<file path="src/rtl/bl_pwm_pkg.sv">
package bl_pwm_pkg;
   // register selected by the decoded address
   typedef enum logic [1:0] {
      SEL_NONE = 2'd0,
      SEL_DIV  = 2'd1,
      SEL_DUTY = 2'd2,
      SEL_BLEN = 2'd3
   } reg_sel_e;
endpackage

</file>
<file path="src/rtl/bl_pwm_regs.sv">
module bl_pwm_regs
   import bl_pwm_pkg::*;
#(
   parameter int unsigned ADDR_W    = 8,
   parameter int unsigned DATA_W    = 8,
   parameter logic [ADDR_W-1:0] DIV_ADDR  = 'h4B,
   parameter logic [ADDR_W-1:0] DUTY_ADDR = 'h4E,
   parameter logic [ADDR_W-1:0] BLEN_ADDR = 'h51
) (
   input  logic              clk,
   input  logic              rst_n,
   input  logic [ADDR_W-1:0] addr,
   input  logic [DATA_W-1:0] wdata,
   input  logic              wr_en,
   output logic [DATA_W-1:0] rdata,
   output logic [DATA_W-1:0] div_q,
   output logic [DATA_W-1:0] duty_q,
   output logic [DATA_W-1:0] blen_q
);
   reg_sel_e sel;

   always_comb begin
      if (addr == DIV_ADDR)       sel = SEL_DIV;
      else if (addr == DUTY_ADDR) sel = SEL_DUTY;
      else if (addr == BLEN_ADDR) sel = SEL_BLEN;
      else                        sel = SEL_NONE;
   end

   always_ff @(posedge clk) begin
      if (!rst_n) begin
         div_q  <= '0;
         duty_q <= '0;
         blen_q <= '0;
      end else if (wr_en) begin
         case (sel)
            SEL_DIV:  div_q  <= wdata;
            SEL_DUTY: duty_q <= wdata;
            SEL_BLEN: blen_q <= wdata;
            default: ;
         endcase
      end
   end

   always_comb begin
      case (sel)
         SEL_DIV:  rdata = div_q;
         SEL_DUTY: rdata = duty_q;
         SEL_BLEN: rdata = blen_q;
         default:  rdata = '0;
      endcase
   end
endmodule

</file>
<file path="src/rtl/bl_pwm_presc.sv">
module bl_pwm_presc #(
   parameter int unsigned DIV_W = 7
) (
   input  logic             clk,
   input  logic             rst_n,
   input  logic             run,
   input  logic [DIV_W-1:0] div_sel,
   output logic             tick,
   output logic [DIV_W-1:0] cnt_o
);
   logic [DIV_W-1:0] cnt;

   // one tick every div_sel+1 cycles while running
   assign tick  = run && (cnt == div_sel);
   assign cnt_o = cnt;

   always_ff @(posedge clk) begin
      if (!rst_n || !run) cnt <= '0;
      else if (tick)      cnt <= '0;
      else                cnt <= cnt + 1'b1;
   end
endmodule

</file>
<file path="src/rtl/bl_pwm_core.sv">
module bl_pwm_core #(
   parameter int unsigned CNT_W   = 8,
   parameter bit          FULL_ON = 1'b1
) (
   input  logic             clk,
   input  logic             rst_n,
   input  logic             run,
   input  logic             tick,
   input  logic [CNT_W-1:0] duty_new,
   output logic             pwm,
   output logic [CNT_W-1:0] pc_o,
   output logic [CNT_W-1:0] duty_act_o,
   output logic             wrap_o
);
   localparam logic [CNT_W-1:0] TOP = '1;

   logic [CNT_W-1:0] pc;
   logic [CNT_W-1:0] duty_act;

   assign wrap_o     = run && tick && (pc == TOP);
   assign pc_o       = pc;
   assign duty_act_o = duty_act;

   always_ff @(posedge clk) begin
      if (!rst_n) begin
         pc       <= '0;
         duty_act <= '0;
      end else if (!run) begin
         pc       <= '0;
         duty_act <= duty_new;
      end else if (tick) begin
         pc <= pc + 1'b1;
         if (pc == TOP) duty_act <= duty_new;
      end
   end

   generate
      if (FULL_ON) begin : g_full
         assign pwm = run && ((duty_act == TOP) || (pc < duty_act));
      end else begin : g_plain
         assign pwm = run && (pc < duty_act);
      end
   endgenerate
endmodule

</file>
<file path="src/rtl/bl_pwm_gen.sv">
module bl_pwm_gen #(
   parameter int unsigned ADDR_W    = 8,
   parameter int unsigned DATA_W    = 8,
   parameter int unsigned DIV_W     = 7,
   parameter logic [ADDR_W-1:0] DIV_ADDR  = 'h4B,
   parameter logic [ADDR_W-1:0] DUTY_ADDR = 'h4E,
   parameter logic [ADDR_W-1:0] BLEN_ADDR = 'h51,
   parameter bit          FULL_ON   = 1'b1
) (
   input  logic              clk,
   input  logic              rst_n,
   input  logic [ADDR_W-1:0] addr,
   input  logic [DATA_W-1:0] wdata,
   input  logic              wr_en,
   output logic [DATA_W-1:0] rdata,
   output logic              pwm_out,
   output logic              bl_en_out
);
   localparam int unsigned EN_BIT = DIV_W;
   localparam int unsigned CNT_W  = DATA_W;

   generate
      if (DIV_W + 1 > DATA_W) begin : g_bad_div
         $error("divider field and enable must fit in one register");
      end
      if (DIV_ADDR == DUTY_ADDR || DIV_ADDR == BLEN_ADDR || DUTY_ADDR == BLEN_ADDR) begin : g_bad_map
         $error("register addresses must be distinct");
      end
   endgenerate

   logic [DATA_W-1:0] div_q, duty_q, blen_q;
   logic              run, tick, wrap;
   logic [DIV_W-1:0]  presc_cnt;
   logic [CNT_W-1:0]  pc, duty_act;

   bl_pwm_regs #(
      .ADDR_W(ADDR_W), .DATA_W(DATA_W),
      .DIV_ADDR(DIV_ADDR), .DUTY_ADDR(DUTY_ADDR), .BLEN_ADDR(BLEN_ADDR)
   ) regs_i (
      .clk(clk), .rst_n(rst_n), .addr(addr), .wdata(wdata), .wr_en(wr_en),
      .rdata(rdata), .div_q(div_q), .duty_q(duty_q), .blen_q(blen_q)
   );

   assign run       = div_q[EN_BIT];
   assign bl_en_out = blen_q[0];

   bl_pwm_presc #(.DIV_W(DIV_W)) presc_i (
      .clk(clk), .rst_n(rst_n), .run(run), .div_sel(div_q[DIV_W-1:0]),
      .tick(tick), .cnt_o(presc_cnt)
   );

   bl_pwm_core #(.CNT_W(CNT_W), .FULL_ON(FULL_ON)) core_i (
      .clk(clk), .rst_n(rst_n), .run(run), .tick(tick), .duty_new(duty_q),
      .pwm(pwm_out), .pc_o(pc), .duty_act_o(duty_act), .wrap_o(wrap)
   );
endmodule

</file>
<file path="config.mk">
export PLATFORM = sky130hd
export DESIGN_NAME = bl_pwm_gen
export DESIGN_NICKNAME = d
export VERILOG_FILES = /design/src/rtl/bl_pwm_pkg.sv /design/src/rtl/bl_pwm_regs.sv /design/src/rtl/bl_pwm_presc.sv /design/src/rtl/bl_pwm_core.sv /design/src/rtl/bl_pwm_gen.sv
export SDC_FILE = /design/constraint.sdc
export NUM_CORES = 1
export LEC_CHECK = 0
export CORE_ASPECT_RATIO = 0.6
export CORE_UTILIZATION = 45
export CTS_CLUSTER_SIZE = 20
export DETAILED_ROUTE_END_ITERATION = 8
export PLACE_DENSITY = 0.67
export SLEW_MARGIN = 15
export SYNTH_ARGS = -nofsm -noshare
export SYNTH_HDL_FRONTEND = slang
export SYNTH_HIERARCHICAL = 1
export SYNTH_SLANG_ARGS = --single-unit
</file>
<file path="constraint.sdc">
create_clock -name clk -period 2.35 [get_ports clk]
set_input_delay 0.47 -clock clk [delete_from_list [all_inputs] [get_ports clk]]
set_output_delay 0.47 -clock clk [all_outputs]
set_load 0.05 [all_outputs]
</file>
==> flow_summary.json <==
{
  "rsz0062_at_grt": "true",
  "p_int_mw": 1.180,
  "drive_gt1_frac": 0.2282,
  "slowest_delay_ns": 0.37,
  "clk_pin_slew_ns": 0.09,
  "regArea_um2": 955.9,
  "fmax_mhz": 435.9,
  "yosysWarnings": 6,
  "grt_overflow": 0,
  "layout_commonest_cell": "nand2_1",
  "slew_headroom": 0.6512,
  "multi_input_comb_area_mm2": 0.001400,
  "core_mm2": 0.004778,
  "cts.path.max_buffers": 2,
  "worstSetupPathType": "register to output pin",
  "irDropWorstVdd_mv": 0.2421,
  "hold_path.class": "register to register",
  "htree_levels": 2,
  "vias_per_cell": 5.432,
  "io_buffers": 28,
  "cts_hold_buffers": 0,
  "utilization": 0.6531,
  "clockRootBuffer": "clkbuf_8",
  "antenna_found_initial": 0,
  "setup.worst_path.start": "core_i/pc_o[2]",
  "swShare": 0.2096,
  "finalHoldViolations": 0,
  "worstPathRequired_ns": 1.88,
  "wl_met3_um": 451,
  "r2r-start": "presc_i/cnt_o[2]",
  "cts_tree": "done",
  "grt_pass1_vias": 1773,
  "wl_met2_um": 2403,
  "cts_buffers": 5,
  "worst_slew_pin_slew_ns": 0.5231,
  "netlist_area_mm2": 0.002332,
  "critical_path.startpoint_type": "register",
  "syn_area_per_cell_um2": 8.936,
  "clock-sinks": 47,
  "fillCellCount": 392,
  "route.detailed.drc": 0,
  "antenna_cells": 0,
  "fin_crit_ns": 2.294,
  "die_area_mm2": 0.005484,
  "seqPwrFrac": 0.532,
  "die_height_um": 57.77,
  "start_util": 0.4881,
  "crit_buf_inv": 1,
  "worstPathMaxFanout": 5,
  "drt_iter0_drc": 138,
  "ioPinCount": 29,
  "maxCapViolations": 0,
  "p_clk_frac": 0.415,
  "final-setup-viol-count": 0,
  "ant_nets": 0,
  "top_layer": "met4",
  "worstPathArrival_ns": 1.82,
  "place_ws_ns": -0.2276,
  "period_share": 0.9762,
  "vias": 1961,
  "ff2ff_setup_slack_ns": 0.63,
  "cp_num_cells": 6,
  "wirelength_um": 5706,
  "globalRouteTotalUtil": 0.2166,
  "p_leak_nw": 1.231,
  "mostFrequentLayoutCells": "nand2_1, dfxtp_1, mux2i_1, inv_1, nand3_1",
  "rows": 19,
  "clk_latency_ns": 0.30,
  "dr.pass1.iters": 4,
  "setup_ws_ns": 0.05600,
  "synth_nets": 289,
  "place_congestion": 0.7597,
  "clock_skew_ns": 0.002992,
  "drv_slew": 0,
  "critical_path.top_delay_family": "compound AO/OA/AOI/OAI gates",
  "switching_power_uw": 312.9,
  "crit_end": "pwm_out",
  "die_w_um": 94.94,
  "dpl.hpwl_um": 3863,
  "area_delta_synth_final_pct": 33.80,
  "r2r_cells": 7,
  "power_frac_comb": 0.053,
  "grt_pass1_wl_um": 8859,
  "drt-met1-wl_um": 2793,
  "regToRegEndpoint": "core_i/duty_act_o[3]",
  "power.density_mw_per_mm2": 478.4,
  "status": "complete, no violations",
  "path_cells": "ha_4, a211o_1, a31oi_2, nor3_2, o21ai_2, buf_12",
  "synth_cells": 261,
  "cp_slowest_cell": "dfxtp_4",
  "wl_per_cell_um": 15.81,
  "finalNetCount": 325,
  "grt_max_degree": 31,
  "end_kind": "output pin"
}
timing repair:
item	CTS	global route
resized for setup	33	21
gates cloned	1	1
buffers inserted	1	1
pin swaps	3	10
setup endpoints to repair	9	9
hold endpoints to repair	0	0
worst min path at each step:
stage | start | to | slack (ns) | cells after the start
3_5_place_dp | regs_i/blen_q[6] | regs_i/blen_q[6] | 0.46 | 2
5_1_grt | regs_i/blen_q[7] | regs_i/blen_q[7] | 0.48 | 2
6_report | regs_i/blen_q[6] | regs_i/blen_q[6] | 0.47 | 2
3_3_place_gp | regs_i/blen_q[2] | regs_i/blen_q[2] | 0.45 | 2
4_1_cts | regs_i/blen_q[6] | regs_i/blen_q[6] | 0.47 | 2
2_1_floorplan | core_i/duty_act_o[6] | core_i/duty_act_o[6] | 0.44 | 2
cell type report:
type                       instances  share of cell area
timing repair buffer              40              0.1616
multi-input combinational        186              0.4487
clock inverter                     2             0.01123
sequential                        47              0.3063
inverter                          17             0.02045
tap                               63             0.02526
clock buffer                       6             0.02646
power by group through the flow:
stage,registers (mW),clock network [mW],logic [mW]
2_1_floorplan,0.815,0,0.0273
3_3_place_gp,0.815,0,0.0677
3_5_place_dp,0.815,0,0.0684
4_1_cts,0.797,0.631,0.0737
5_1_grt,0.795,0.666,0.0856
6_report,0.794,0.619,0.0798
metrics by stage:
stage | setup TNS [ns] | total power, mW | hold WS (ns) | instance area, um^2 | std cells
2_1_floorplan | 0 | 0.8427 | 0.4360 | 2336 | 261
3_3_place_gp | -1.357 | 0.8831 | 0.4459 | 2783 | 349
3_5_place_dp | -1.750 | 0.8838 | 0.4555 | 2783 | 349
4_1_cts | 0 | 1.501 | 0.4677 | 3003 | 359
5_1_grt | -0.03132 | 1.546 | 0.4848 | 3120 | 361
6_report | 0 | 1.493 | 0.4660 | 3120 | 361
flip-flops by register name (all words and copies together) (netlist names):
name / cells
regs_i/duty_q: 8
regs_i/blen_q: 8
regs_i/div_q: 8
presc_i/cnt_o: 7
core_i/duty_act_o: 8
core_i/pc_o: 8
worst register-to-register path, cell delays in order, from the launching register on:
cell and delay [ns]:
dfxtp_1 0.44, xnor2_1 0.17, nand4_2 0.15, nor2_4 0.17
nand4_1 0.14, o21ai_4 0.35, nand3_1 0.14, o21ai_0 0.09
routing by layer:
metal	vias up	global-route usage
li1	980	-
met1	924	0.3230
met2	49	0.3042
met3	8	0.05381
met4	0	0.06926
met5	-	0
(Power assumes the default switching activity.)
